`config.mk`:
```
export PLATFORM = sky130hd
export DESIGN_NAME = uart_rx_buffer
export DESIGN_NICKNAME = d
export VERILOG_FILES = /design/src/rtl/uart_rxbuf_pkg.sv /design/src/rtl/rx_fifo_store.sv /design/src/rtl/rx_trig_cmp.sv /design/src/rtl/rx_idle_timer.sv /design/src/rtl/uart_rx_buffer.sv
export SDC_FILE = /design/constraint.sdc
export NUM_CORES = 1
export LEC_CHECK = 0
export ABC_CLOCK_PERIOD_IN_PS = 3500
export CAP_MARGIN = 0
export CORE_MARGIN = 2
export CORE_UTILIZATION = 59
export CTS_CLUSTER_SIZE = 30
export DETAILED_ROUTE_END_ITERATION = 6
export GPL_TIMING_DRIVEN = 0
export PLACE_DENSITY = 0.79
export SLEW_MARGIN = 5
export SYNTH_ARGS = -nofsm -noshare
export SYNTH_HDL_FRONTEND = slang
export SYNTH_SLANG_ARGS = --single-unit
```
`constraint.sdc`:
```
create_clock -name clk -period 3.5 [get_ports clk]
set_input_delay 0.7 -clock clk [delete_from_list [all_inputs] [get_ports clk]]
set_output_delay 0.7 -clock clk [all_outputs]
set_load 0.05 [all_outputs]
```
`src/rtl/uart_rxbuf_pkg.sv`:
```
`timescale 1ns/1ps
package uart_rxbuf_pkg;

  typedef enum logic [1:0] {
    TRIG_SINGLE  = 2'd0,
    TRIG_QUARTER = 2'd1,
    TRIG_HALF    = 2'd2,
    TRIG_HIGH    = 2'd3
  } trig_sel_e;

  // Threshold in bytes for each select code, scaled from the buffer depth.
  function automatic int unsigned trig_bytes(input trig_sel_e sel, input int unsigned depth);
    case (sel)
      TRIG_SINGLE:  return 1;
      TRIG_QUARTER: return depth / 4;
      TRIG_HALF:    return depth / 2;
      default:      return depth - 2;
    endcase
  endfunction

endpackage

```
`src/rtl/rx_fifo_store.sv`:
```
`timescale 1ns/1ps
module rx_fifo_store #(
  parameter int WIDTH = 8,
  parameter int DEPTH = 16,
  localparam int AW = $clog2(DEPTH),
  localparam int LW = AW + 1
) (
  input  logic             clk,
  input  logic             rst_n,
  input  logic             wr_en,
  input  logic [WIDTH-1:0] wr_data,
  input  logic             rd_en,
  output logic [WIDTH-1:0] rd_data,
  output logic             full,
  output logic             empty,
  output logic             push_ok,
  output logic             pop_ok,
  output logic [LW-1:0]    level
);

  logic [WIDTH-1:0] mem [DEPTH];
  logic [AW-1:0]    wr_ptr, rd_ptr;
  logic [LW-1:0]    count;
  logic [WIDTH-1:0] last_q;

  assign full    = (count == LW'(DEPTH));
  assign empty   = (count == '0);
  assign push_ok = wr_en && !full;
  assign pop_ok  = rd_en && !empty;
  assign level   = count;
  assign rd_data = empty ? last_q : mem[rd_ptr];

  always_ff @(posedge clk) begin
    if (push_ok) mem[wr_ptr] <= wr_data;
  end

  always_ff @(posedge clk or negedge rst_n) begin
    if (!rst_n) begin
      wr_ptr <= '0;
      rd_ptr <= '0;
      count  <= '0;
      last_q <= '0;
    end else begin
      if (push_ok) wr_ptr <= wr_ptr + 1'b1;
      if (pop_ok) begin
        rd_ptr <= rd_ptr + 1'b1;
        last_q <= mem[rd_ptr];
      end
      case ({push_ok, pop_ok})
        2'b10:   count <= count + 1'b1;
        2'b01:   count <= count - 1'b1;
        default: count <= count;
      endcase
    end
  end

endmodule

```
`src/rtl/rx_trig_cmp.sv`:
```
`timescale 1ns/1ps
module rx_trig_cmp
  import uart_rxbuf_pkg::*;
#(
  parameter int DEPTH = 16,
  localparam int LW = $clog2(DEPTH) + 1
) (
  input  logic [1:0]    sel,
  input  logic [LW-1:0] level,
  output logic          reached
);

  logic [LW-1:0] thr_tab [4];

  for (genvar g = 0; g < 4; g++) begin : g_thr
    assign thr_tab[g] = LW'(trig_bytes(trig_sel_e'(g), DEPTH));
  end

  assign reached = (level >= thr_tab[sel]);

endmodule

```
`src/rtl/rx_idle_timer.sv`:
```
`timescale 1ns/1ps
module rx_idle_timer #(
  parameter int LIMIT = 4,
  localparam int CW = $clog2(LIMIT + 1)
) (
  input  logic clk,
  input  logic rst_n,
  input  logic restart,
  input  logic run,
  input  logic tick,
  output logic expired
);

  logic [CW-1:0] cnt;

  assign expired = (cnt == CW'(LIMIT));

  always_ff @(posedge clk or negedge rst_n) begin
    if (!rst_n)                 cnt <= '0;
    else if (restart || !run)   cnt <= '0;
    else if (tick && !expired)  cnt <= cnt + 1'b1;
  end

endmodule

```
`src/rtl/uart_rx_buffer.sv`:
```
`timescale 1ns/1ps
module uart_rx_buffer #(
  parameter int WIDTH     = 8,
  parameter int DEPTH     = 16,
  parameter int IDLE_CHARS = 4,
  localparam int LW = $clog2(DEPTH) + 1
) (
  input  logic             clk,
  input  logic             rst_n,
  input  logic             in_valid,
  input  logic [WIDTH-1:0] in_data,
  output logic             in_ready,
  output logic             out_valid,
  input  logic             out_ready,
  output logic [WIDTH-1:0] out_data,
  input  logic [1:0]       trig_sel,
  input  logic             char_tick,
  input  logic             flow_en,
  input  logic             stat_rd,
  output logic [LW-1:0]    fill_level,
  output logic             data_irq,
  output logic             timeout_irq,
  output logic             rts_n,
  output logic             overrun
);

  logic full, empty, push_ok, pop_ok, at_thr, idle_hit, ovr_q;

  rx_fifo_store #(.WIDTH(WIDTH), .DEPTH(DEPTH)) u_store (
    .clk     (clk),
    .rst_n   (rst_n),
    .wr_en   (in_valid),
    .wr_data (in_data),
    .rd_en   (out_ready),
    .rd_data (out_data),
    .full    (full),
    .empty   (empty),
    .push_ok (push_ok),
    .pop_ok  (pop_ok),
    .level   (fill_level)
  );

  rx_trig_cmp #(.DEPTH(DEPTH)) u_thr (
    .sel     (trig_sel),
    .level   (fill_level),
    .reached (at_thr)
  );

  rx_idle_timer #(.LIMIT(IDLE_CHARS)) u_idle (
    .clk     (clk),
    .rst_n   (rst_n),
    .restart (push_ok || pop_ok),
    .run     (!empty),
    .tick    (char_tick),
    .expired (idle_hit)
  );

  always_ff @(posedge clk or negedge rst_n) begin
    if (!rst_n)                 ovr_q <= 1'b0;
    else if (in_valid && full)  ovr_q <= 1'b1;
    else if (stat_rd)           ovr_q <= 1'b0;
  end

  assign in_ready    = !full;
  assign out_valid   = !empty;
  assign data_irq    = at_thr;
  assign timeout_irq = idle_hit && !empty && !at_thr;
  assign rts_n       = flow_en && at_thr;
  assign overrun     = ovr_q;

endmodule

```
**After elaboration in Yosys (flattened, before gate mapping)**

Memory sizes are Yosys's and may differ from the RTL's.
Index checks and enable logic that the tools add are counted.

- Add/subtract/negate cells: 5
- $lt $le $gt $ge: 2
- Eq/ne operators: 4
- Multiplexer cells: 11
- Bitwise gates (word level): 1
- Reduce and logical (&&, ||, !) cells: 17

Operator list:

| kind | count |
|---|---|
| binary-select mux 5 bit (select 2 bit) | 1 |
| two-way mux 5 bit | 2 |
| case mux 5 bit (2 select lines) | 1 |
| adder 4 x 1 -> 4 bit (second input constant) | 2 |
| two-way mux 8 bit | 1 |
| logical AND 1 bit | 7 |
| two-way mux 3 bit | 2 |
| nonzero test 2 bit | 3 |
| adder 5 x 1 -> 5 bit (second input constant) | 1 |
| == test 5 bit (second input constant) | 1 |
| >= comparator 5 bit | 1 |
| zero test 5 bit | 1 |
| subtractor 5 x 1 -> 5 bit (second input constant) | 1 |
| zero test 1 bit | 4 |
| two-way mux 1 bit | 4 |
| adder 3 x 1 -> 3 bit (second input constant) | 1 |
| == test 3 bit (second input constant) | 1 |
| >= comparator 3 bit (second input constant) | 1 |
| inverter 2 -> 3 bit | 1 |
| == test 2 x 1 -> 1 bit (second input constant) | 1 |
| == test 2 bit (second input constant) | 1 |
| logical OR 1 bit | 2 |

- Register bits: 25
- Memory bits (writable): 128
- Memories kept: 1

Memories:

| name | words | bits a word | rd ports | clocked after memory_dff | wr ports | line | source |
|---|---|---|---|---|---|---|---|
| u_store.mem | 16 | 8 | 1 | 0 | 1 | rx_fifo_store.sv:21 | `logic [WIDTH-1:0] mem [DEPTH];` |

**Longest topological paths before layout**

Gate-level depths: netlist (run 1).

- Word-level depth: 7
- Depth in mapped cells: 16
- Depth with buffers taken out: 13

**By module**

A second synthesis (run 1) with hierarchy kept.

- Cell total of the unflattened synthesis: 383
- Area, all modules: 6607.6 µm²

Modules (own cells, without submodules):

| module | instances | cells an instance | area an instance (µm²) | sequential area each (µm²) |
|---|---|---|---|---|
| rx_fifo_store | 1 | 341 | 6219.7 | 4369.2 |
| rx_idle_timer | 1 | 18 | 202.7 | 75.1 |
| rx_trig_cmp | 1 | 15 | 115.1 | 0.0 |
| uart_rx_buffer | 1 | 9 | 70.1 | 25.0 |

**Worst setup path before layout (run 1)**

Ideal clock, no wire load.

- Path kind: register -> output
- Start point: register u_store.count[0], in the netlist u_store.level[0]
- End point: output timeout_irq
- Arrival: 3215 ps
- Slack: -415 ps
- Stages on the path, launching flop included: 8
- Path through: dfrtp_1 > inv_1 > ha_1 > nand2b_1 > a21o_1 > a21o_1 > a211o_1 > nor3_1

RTL lines:

| what | line | source |
|---|---|---|
| start, declared | rx_fifo_store.sv:23 | `logic [LW-1:0] count;` |
| start signal, assigned | rx_fifo_store.sv:50 | `2'b10: count <= count + 1'b1;` |
| start signal, assigned | rx_fifo_store.sv:51 | `2'b01: count <= count - 1'b1;` |
| start signal, assigned | rx_fifo_store.sv:52 | `default: count <= count;` |
| >= comparator 5 bit | rx_trig_cmp.sv:19 | `assign reached = (level >= thr_tab[sel]);` |
| named net data_irq | uart_rx_buffer.sv:21 | `output logic data_irq,` |
| zero test 1 bit | uart_rx_buffer.sv:67 | `assign timeout_irq = idle_hit && !empty && !at_thr;` |
| logical AND 1 bit | uart_rx_buffer.sv:67 |  |
| end, declared | uart_rx_buffer.sv:22 | `output logic timeout_irq,` |

The timed path passes the listed nets, and every way through them passes these cells.

**Final worst setup path (run 1)**

- Start point: register u_store.rd_ptr[0]
- End point: output out_data[3]

- Cells in the longest elaborated chain, start to end: 2

RTL lines:

| what | line | source |
|---|---|---|
| start, declared | rx_fifo_store.sv:22 | `logic [AW-1:0] wr_ptr, rd_ptr;` |
| start signal, assigned | rx_fifo_store.sv:46 | `rd_ptr <= rd_ptr + 1'b1;` |
| memory read (16 x 8 bit) | - |  |
| two-way mux 8 bit | rx_fifo_store.sv:31 | `assign rd_data = empty ? last_q : mem[rd_ptr];` |
| end, declared | uart_rx_buffer.sv:15 | `output logic [WIDTH-1:0] out_data,` |

Every way passes these cells.

==> results of run 1 <==
==> per-layer routing <==
metal / track usage [%] / vias up
li1: - / 1579
met1: 31.97 / 1774
met2: 36.78 / 152
met3: 5.631 / 12
met4: 10.13 / 0
met5: 0 / -
==> stage by stage <==
stage	setup TNS, ns	hold WS (ns)
floorplan	0	0.4044
global placement	-1.367	0.4668
detailed placement	-1.710	0.4748
CTS	-0.004027	0.4890
global route	-0.02585	0.1968
finish	0	0.1716
==> path summary, 6_finish.rpt <==
path | cells after the start | end | startpoint
max | 7 | out_data[3] | u_store.rd_ptr[0]$_DFFE_PN0P_
min | 1 | u_store.level[0]$_DFFE_PN0P_ | rst_n
max reg2reg | 13 | u_store.level[3]$_DFFE_PN0P_ | u_store.level[2]$_DFFE_PN0P_
min reg2reg | 2 | u_store.last_q[2]$_DFFE_PN0P_ | u_store.last_q[2]$_DFFE_PN0P_
max in group asynchronous | 1 | u_store.last_q[6]$_DFFE_PN0P_ | rst_n
min in group clk | 2 | u_store.last_q[2]$_DFFE_PN0P_ | u_store.last_q[2]$_DFFE_PN0P_
==> state kept, by name (all words and copies together) (netlist names) <==
signal and cells:
u_store.last_q 8, u_store.level 5, u_store.wr_ptr 4, overrun 1, u_idle.cnt 3, u_store.mem 128, u_store.rd_ptr 4
==> cell families (layout without fill, tap and decap cells) <==
logic type | count (synthesis) | after routing | synth area share, %
multiplexers | 50 | 50 | 14.93
AND/OR/NAND/NOR | 79 | 79 | 5.449
buffers and inverters | 34 | 100 | 2.963
adder cells (fa/ha/maj) | 16 | 16 | 3.059
AO/OA/AOI/OAI | 38 | 38 | 3.422
flip-flops | 153 | 153 | 68.30
XOR/XNOR | 14 | 14 | 1.874
==> what timing repair did <==
action                                  4_1_cts  5_1_grt
endpoints found under the setup margin       11        9
resized for setup                            43       19
hold buffers                                  0        0
==> area by class of cell <==
| type | instances | area, µm² | share of cell area [%] |
|---|---|---|---|
| multi-input cells | 197 | 1903 | 24.95 |
| clock buffers | 17 | 414.1 | 5.431 |
| well taps | 140 | 175.2 | 2.297 |
| repair buffers | 35 | 309.0 | 4.052 |
| flip-flops and latches | 153 | 4469 | 58.61 |
| clock inverters | 15 | 152.6 | 2.002 |
| inverters | 12 | 45.04 | 0.5906 |
| plain buffers | 21 | 157.7 | 2.067 |
==> synthesized netlist by cell type <==
cell type / number / area, µm²
sky130_fd_sc_hd__or3b_2: 1 / 8.760
sky130_fd_sc_hd__buf_2: 7 / 35.03
sky130_fd_sc_hd__mux4_2: 15 / 337.8
sky130_fd_sc_hd__nand2b_1: 3 / 18.77
sky130_fd_sc_hd__buf_1: 1 / 3.750
sky130_fd_sc_hd__a21o_1: 3 / 22.52
sky130_fd_sc_hd__xnor2_1: 11 / 96.34
sky130_fd_sc_hd__ha_1: 16 / 200.2
sky130_fd_sc_hd__mux4_1: 17 / 446.7
sky130_fd_sc_hd__nand2_1: 41 / 153.9
sky130_fd_sc_hd__nor2_1: 17 / 63.81
sky130_fd_sc_hd__a211o_1: 1 / 8.760
sky130_fd_sc_hd__and2_1: 3 / 18.77
sky130_fd_sc_hd__xor2_1: 3 / 26.28
sky130_fd_sc_hd__buf_6: 3 / 33.78
sky130_fd_sc_hd__nand4_1: 2 / 12.51
sky130_fd_sc_hd__nand2_2: 1 / 6.260
sky130_fd_sc_hd__a21oi_1: 3 / 15.01
sky130_fd_sc_hd__and2b_1: 1 / 7.510
sky130_fd_sc_hd__nor4_4: 1 / 21.27
sky130_fd_sc_hd__mux2i_1: 8 / 80.08
sky130_fd_sc_hd__clkbuf_1: 7 / 26.28
sky130_fd_sc_hd__buf_4: 2 / 15.01
sky130_fd_sc_hd__mux2_2: 10 / 112.6
sky130_fd_sc_hd__a22oi_1: 1 / 7.510
sky130_fd_sc_hd__o21ai_2: 4 / 35.03
sky130_fd_sc_hd__nand3_1: 3 / 15.01
sky130_fd_sc_hd__dfrtp_1: 25 / 625.6
sky130_fd_sc_hd__nor3_1: 6 / 30.03
sky130_fd_sc_hd__o21ai_1: 20 / 100.1
sky130_fd_sc_hd__o21ai_0: 5 / 25.02
sky130_fd_sc_hd__buf_8: 1 / 15.01
sky130_fd_sc_hd__inv_2: 1 / 3.750
sky130_fd_sc_hd__o211a_1: 1 / 10.01
sky130_fd_sc_hd__buf_12: 1 / 20.02
sky130_fd_sc_hd__edfxtp_1: 128 / 3844
sky130_fd_sc_hd__inv_1: 11 / 41.29
==> power breakdown <==
group	internal (mW)	switching, mW	leakage, nW	total [mW]
Clock	1.01	0.721	0.278	1.74
Sequential	2.26	0.146	1.46	2.41
Combinational	1.02	1.61	1.01	2.63
==> worst max-delay path, cell delays in order (launching register included) <==
cell                              delay [ns]
sky130_fd_sc_hd__dfrtp_1                0.36
sky130_fd_sc_hd__buf_6                  0.18
sky130_fd_sc_hd__buf_12                 0.16
sky130_fd_sc_hd__mux4_1                 0.59
sky130_fd_sc_hd__mux2_2                 0.31
sky130_fd_sc_hd__o21ai_2                0.18
sky130_fd_sc_hd__o21ai_1                0.08
sky130_fd_sc_hd__clkdlybuf4s15_2        0.33
==> flow_results.xml, run 1 <==
<?xml version="1.0" encoding="UTF-8"?>
<metrics>
  <group name="outcome">
    <metric name="status" unit="">complete, no violations</metric>
  </group>
  <group name="place">
    <metric name="dpl.cell_count" unit="">559</metric>
    <metric name="dp.final_hpwl" unit="µm">8125</metric>
    <metric name="dpl_cell_area" unit="µm²">7074</metric>
    <metric name="post-place-ws" unit="ns">-0.5280</metric>
    <metric name="port-buffer-count" unit="">35</metric>
    <metric name="routabilityCongestion" unit="">0.8230</metric>
  </group>
  <group name="timing">
    <metric name="timing_hold_violations_final" unit="">0</metric>
    <metric name="timing.final.crit_share" unit="%">98.04</metric>
    <metric name="setup-violations-final" unit="">0</metric>
    <metric name="max_slew_violation_count" unit="">0</metric>
    <metric name="worst-slew-pin-transition" unit="ns">1.307</metric>
    <metric name="slew_headroom" unit="%">12.18</metric>
    <metric name="final_period_minus_worst_setup_slack" unit="ns">3.431</metric>
    <metric name="fmax" unit="GHz">0.2914</metric>
    <metric name="unrepaired_setup_endpoints_after_global_routing" unit="">true</metric>
    <metric name="clock_skew" unit="ns">0.01006</metric>
    <metric name="fin_ws" unit="ns">0.06861</metric>
  </group>
  <group name="clock_network">
    <metric name="numClockSinks" unit="">153</metric>
    <metric name="postCtsSetupRepairBufs" unit="">0</metric>
    <metric name="clkSlewWorstSetupHoldPaths" unit="ns">0.07</metric>
    <metric name="tritoncts" unit="">built</metric>
    <metric name="cts_max_path_buffers" unit="">2</metric>
    <metric name="htree_num_levels" unit="">4</metric>
    <metric name="clk-insertion-delay-late" unit="ns">0.53</metric>
    <metric name="cts_buffers" unit="">17</metric>
    <metric name="clock_tree.root_cell" unit="">sky130_fd_sc_hd__clkbuf_8</metric>
  </group>
  <group name="global_routing">
    <metric name="global_route.usage.total" unit="%">23.47</metric>
    <metric name="grt-ovfl-total" unit="">0</metric>
    <metric name="grt_start_max_net_pins" unit="">26</metric>
    <metric name="first_global_vias" unit="">3487</metric>
    <metric name="grt_first_pass_wirelength" unit="µm">19550</metric>
    <metric name="antenna_found_initial" unit="">0</metric>
  </group>
  <group name="floorplanning">
    <metric name="start_util" unit="%">60.36</metric>
    <metric name="floorplan.die.width" unit="µm">109.3</metric>
    <metric name="floorplan.die_area" unit="µm²">11950</metric>
    <metric name="core_region_area" unit="µm²">10840</metric>
    <metric name="fp-row-count" unit="">38</metric>
    <metric name="boundaryPins" unit="">36</metric>
    <metric name="floorplan.die.height" unit="µm">109.3</metric>
  </group>
  <group name="synth">
    <metric name="postSynthRegisterBits" unit="">153</metric>
    <metric name="ys_types" unit="">37</metric>
    <metric name="post_synthesis_sequential_area_ratio" unit="%">68.30</metric>
    <metric name="synthCells" unit="">384</metric>
    <metric name="total_standard_cell_area_after_synthesis" unit="µm²">6544</metric>
    <metric name="syn_area_per_cell" unit="µm²">17.04</metric>
    <metric name="synth_fp_nets" unit="">417</metric>
    <metric name="synth_warnings" unit="">0</metric>
  </group>
  <group name="critical_path">
    <metric name="worst_endpoint_required_time" unit="ns">2.80</metric>
    <metric name="worstSetupStartpointType" unit="">register</metric>
    <metric name="endpoint_kind" unit="">output pin</metric>
    <metric name="crit_type" unit="">reg -&gt; out</metric>
    <metric name="cp_max_fo" unit="">10</metric>
    <metric name="timing.critical_path.arrival" unit="ns">2.73</metric>
    <metric name="r2r_slack" unit="ns">0.43</metric>
  </group>
  <group name="layout">
    <metric name="finalNetCount" unit="">470</metric>
    <metric name="layout.filler_cells" unit="">689</metric>
    <metric name="final_design_area_no_fill" unit="µm²">7626</metric>
    <metric name="antenna_cells" unit="">0</metric>
    <metric name="final_cell_mix" unit="">128 x sky130_fd_sc_hd__edfxtp_1, 41 x sky130_fd_sc_hd__nand2_1, 25 x sky130_fd_sc_hd__dfrtp_1</metric>
    <metric name="post-route-util" unit="%">70.35</metric>
    <metric name="non_filler_cells_in_the_finished_layout" unit="">590</metric>
    <metric name="layout-area-overhead-vs-synth" unit="%">16.54</metric>
    <metric name="final_layout_size_suffix_gt1_share" unit="%">22.00</metric>
    <metric name="layout.cells.most_common" unit="">sky130_fd_sc_hd__edfxtp_1</metric>
  </group>
  <group name="route">
    <metric name="num_vias" unit="">3517</metric>
    <metric name="postRouteWirelength" unit="µm">12650</metric>
    <metric name="routedWlPerCell" unit="µm">21.44</metric>
    <metric name="wl_met2" unit="µm">6192</metric>
    <metric name="wl_met3" unit="µm">838</metric>
    <metric name="wl_met1" unit="µm">5380</metric>
    <metric name="vias_per_cell" unit="">5.961</metric>
    <metric name="ant_nets" unit="">0</metric>
    <metric name="route.detailed.drc" unit="">0</metric>
    <metric name="drt_pass1_iterations" unit="">5</metric>
    <metric name="starting_drc_count_in_detailed_routing" unit="">327</metric>
    <metric name="top_layer" unit="">met4</metric>
  </group>
  <group name="flow_run">
    <metric name="maxCapViolCount" unit="">0</metric>
  </group>
  <group name="power">
    <metric name="fin_total_pwr" unit="mW">6.778</metric>
    <metric name="power_leakage" unit="nW">2.749</metric>
    <metric name="power_density_normalized_to_cell_area" unit="nW/µm²">888.8</metric>
    <metric name="vdd_drop_max" unit="µV">714.7</metric>
  </group>
  <group name="worst_hold_path">
    <metric name="hold_path_class" unit="">in -&gt; async</metric>
  </group>
</metrics>
No activity file was read; power rests on OpenSTA's default activity.
==> run 2, diff against run 1 <==
--- a/config.mk
+++ b/config.mk
@@ -7,7 +7,6 @@
 export LEC_CHECK = 0
 export ABC_CLOCK_PERIOD_IN_PS = 3500
 export CAP_MARGIN = 0
-export CORE_MARGIN = 2
 export CORE_UTILIZATION = 59
 export CTS_CLUSTER_SIZE = 30
 export DETAILED_ROUTE_END_ITERATION = 6
==> run 2 against run 1 <==
Compared with the run above:
- the flow now finishes with violations (DRC)
- first-iteration DRC count down 10%
- flip-flop and latch count unchanged
- clock power barely moved
- via count decreased by 0.77%
- non-clock buffer count unchanged
- sequential share of layout area grew 0.13 points
- count of clock-buffer cells in the layout did not move
- global-route usage rose by 0.49 points
- critical path type unchanged
- highest routed layer unchanged
==> flow_results.xml, run 2 (synthesis results as in run 1) <==
<?xml version="1.0" encoding="UTF-8"?>
<metrics>
  <group name="power">
    <metric name="power_density_normalized_to_cell_area" unit="nW/µm²">883.2</metric>
    <metric name="power_leakage" unit="nW">2.739</metric>
    <metric name="vdd_drop_max" unit="µV">802.6</metric>
  </group>
  <group name="layout">
    <metric name="regArea" unit="µm²">4469</metric>
    <metric name="layout-area-overhead-vs-synth" unit="%">16.29</metric>
    <metric name="final_cell_mix" unit="">128 x sky130_fd_sc_hd__edfxtp_1, 41 x sky130_fd_sc_hd__nand2_1, 25 x sky130_fd_sc_hd__dfrtp_1</metric>
    <metric name="post-route-util" unit="%">70.20</metric>
    <metric name="layout.cells.most_common" unit="">sky130_fd_sc_hd__edfxtp_1</metric>
    <metric name="final_design_area_no_fill" unit="µm²">7610</metric>
    <metric name="antenna_cells" unit="">0</metric>
    <metric name="largest_register_by_flop_count" unit="">u_store.mem</metric>
    <metric name="final_layout_size_suffix_gt1_share" unit="%">21.33</metric>
    <metric name="footprint_of_the_multi_input_gates" unit="µm²">1891</metric>
    <metric name="finalNetCount" unit="">470</metric>
    <metric name="largest_register_ffs" unit="">128</metric>
    <metric name="layout.filler_cells" unit="">691</metric>
  </group>
  <group name="critical_path">
    <metric name="timing.critical_path.arrival" unit="ns">2.73</metric>
    <metric name="critPathTopFamily" unit="">multiplexers</metric>
    <metric name="series_of_cell_instances_along_the_critical_path" unit="">buf_6 -&gt; buf_8 -&gt; mux4_1 -&gt; mux2i_1 -&gt; nand2_1 -&gt; o21ai_1 -&gt; o21ai_1 -&gt; clkdlybuf4s15_2</metric>
    <metric name="timing.critical_path.slowest_cell_delay" unit="ns">0.60</metric>
    <metric name="cp_max_fo" unit="">10</metric>
    <metric name="worstSetupStartpointType" unit="">register</metric>
    <metric name="cpMostUsedCell" unit="">sky130_fd_sc_hd__o21ai_1</metric>
    <metric name="r2r_cells" unit="">13</metric>
    <metric name="cp.buffers_inverters" unit="">3</metric>
    <metric name="crit_type" unit="">reg -&gt; out</metric>
    <metric name="regToRegEndpoint" unit="">u_store.level[3]$_DFFE_PN0P_</metric>
    <metric name="r2r_slack" unit="ns">0.50</metric>
    <metric name="reg2reg_launch_point" unit="">u_store.level[2]$_DFFE_PN0P_</metric>
    <metric name="worst_path_max_delay_cell" unit="">sky130_fd_sc_hd__mux4_1</metric>
    <metric name="endpoint_kind" unit="">output pin</metric>
    <metric name="worst_endpoint_required_time" unit="ns">2.80</metric>
  </group>
  <group name="route">
    <metric name="route.detailed.drc" unit="">1</metric>
    <metric name="ant_nets" unit="">0</metric>
    <metric name="drt_pass1_iterations" unit="">7</metric>
    <metric name="vias_per_cell" unit="">5.915</metric>
    <metric name="postRouteWirelength" unit="µm">12470</metric>
    <metric name="routedWlPerCell" unit="µm">21.14</metric>
    <metric name="starting_drc_count_in_detailed_routing" unit="">294</metric>
    <metric name="num_vias" unit="">3490</metric>
  </group>
  <group name="place">
    <metric name="routabilityCongestion" unit="">0.8076</metric>
    <metric name="port-buffer-count" unit="">35</metric>
    <metric name="dp.final_hpwl" unit="µm">8042</metric>
    <metric name="post-place-ws" unit="ns">-0.5269</metric>
    <metric name="dpl_cell_area" unit="µm²">7074</metric>
  </group>
  <group name="clock_network">
    <metric name="cts_hold_buffers" unit="">0</metric>
    <metric name="postCtsSetupRepairBufs" unit="">0</metric>
    <metric name="clkSlewWorstSetupHoldPaths" unit="ns">0.07</metric>
    <metric name="clock_tree.root_cell" unit="">sky130_fd_sc_hd__clkbuf_8</metric>
    <metric name="htree_num_levels" unit="">4</metric>
    <metric name="tritoncts" unit="">built</metric>
    <metric name="cts_buffers" unit="">17</metric>
    <metric name="numClockSinks" unit="">153</metric>
    <metric name="clk-insertion-delay-late" unit="ns">0.53</metric>
    <metric name="cts_max_path_buffers" unit="">2</metric>
  </group>
  <group name="timing">
    <metric name="clock_skew" unit="ns">0.008353</metric>
    <metric name="worst-slew-pin-transition" unit="ns">1.299</metric>
    <metric name="timing_hold_violations_final" unit="">0</metric>
    <metric name="max_slew_violation_count" unit="">0</metric>
    <metric name="unrepaired_setup_endpoints_after_global_routing" unit="">true</metric>
    <metric name="fmax" unit="GHz">0.2917</metric>
    <metric name="timing.final.crit_share" unit="%">97.93</metric>
    <metric name="slew_headroom" unit="%">12.71</metric>
    <metric name="setup-violations-final" unit="">0</metric>
    <metric name="final_period_minus_worst_setup_slack" unit="ns">3.428</metric>
    <metric name="fin_ws" unit="ns">0.07232</metric>
  </group>
  <group name="global_routing">
    <metric name="antenna_found_initial" unit="">0</metric>
    <metric name="grt_first_pass_wirelength" unit="µm">19440</metric>
    <metric name="first_global_vias" unit="">3512</metric>
    <metric name="global_route.usage.total" unit="%">23.96</metric>
    <metric name="grt-ovfl-total" unit="">0</metric>
    <metric name="grt_start_max_net_pins" unit="">26</metric>
  </group>
  <group name="outcome">
    <metric name="status" unit="">complete, but fails checks</metric>
    <metric name="failed_checks" unit="">DRC</metric>
  </group>
  <group name="floorplanning">
    <metric name="start_util" unit="%">60.36</metric>
    <metric name="boundaryPins" unit="">36</metric>
    <metric name="core_region_area" unit="µm²">10840</metric>
    <metric name="fp-row-count" unit="">38</metric>
    <metric name="floorplan.die.width" unit="µm">107.3</metric>
    <metric name="floorplan.die_area" unit="µm²">11520</metric>
    <metric name="floorplan.die.height" unit="µm">107.3</metric>
  </group>
  <group name="flow_run">
    <metric name="maxCapViolCount" unit="">0</metric>
  </group>
  <group name="worst_hold_path">
    <metric name="hold_path_class" unit="">in -&gt; async</metric>
  </group>
</metrics>
## run 2: worst max path at each step
| stage | startpoint | endpoint | slack (ns) | depth (start not counted) |
|---|---|---|---|---|
| global route | u_store.rd_ptr[0]$_DFFE_PN0P_ | out_data[7] | -0.06 | 8 |
| finish | u_store.rd_ptr[0]$_DFFE_PN0P_ | out_data[7] | 0.07 | 8 |
| global placement | trig_sel[1] | timeout_irq | -0.49 | 9 |
| detailed placement | trig_sel[1] | timeout_irq | -0.53 | 9 |
| CTS | u_store.rd_ptr[0]$_DFFE_PN0P_ | out_data[0] | -0.1 | 8 |
| floorplan | u_store.level[0]$_DFFE_PN0P_ | timeout_irq | 0.01 | 7 |
## run 2: layer usage
layer / wire, µm / global-route usage, % / vias to the layer above
met5: 0 / 0 / -
met3: 894 / 6.356 / 12
met1: 5215 / 32.11 / 1768
met2: 6207 / 38.53 / 133
li1: - / - / 1577
met4: 154 / 7.926 / 0
## run 2: report_power, final
group	leakage [nW]	switching [mW]	total, mW	internal, mW
clock network	0.266	0.755	1.71	0.956
logic	1.01	1.58	2.60	1.02
registers	1.46	0.144	2.41	2.26
total	2.74	2.48	6.72	4.24
## run 2: stage by stage
stage                     hold WS, ns  power (mW)  std cells   TNS, ns
after global routing           0.1993       7.038        590  -0.08249
after detailed placement       0.4754       5.111        559    -1.510
after floorplan                0.4044       4.347        384         0
after CTS                      0.4906       6.785        590  -0.09610
after global placement         0.4667       5.044        559    -1.175
final                          0.1785       6.721        590         0
## run 2: final cells by class
class,count,area share [%]
sequential,153,58.73
multi-input combinational,197,24.84
clock buffer,17,5.442
timing repair buffer,35,4.176
tap,140,2.302
buffer,21,2.055
clock inverter,15,1.858
inverter,12,0.5919
## run 2: what timing repair did
action                     4_1_cts  5_1_grt
gates resized for setup         42       17
pin swaps                        0        1
cloned                           0        0
setup endpoints to repair       11        9
==> run 3, diff against run 2 <==
--- a/config.mk
+++ b/config.mk
@@ -8,6 +8,7 @@
 export ABC_CLOCK_PERIOD_IN_PS = 3500
 export CAP_MARGIN = 0
 export CORE_UTILIZATION = 59
+export CTS_CLUSTER_DIAMETER = 200
 export CTS_CLUSTER_SIZE = 30
 export DETAILED_ROUTE_END_ITERATION = 6
 export GPL_TIMING_DRIVEN = 0
==> results of run 3 <==
Final layout, timing and power as in run 2 (identical DEF).
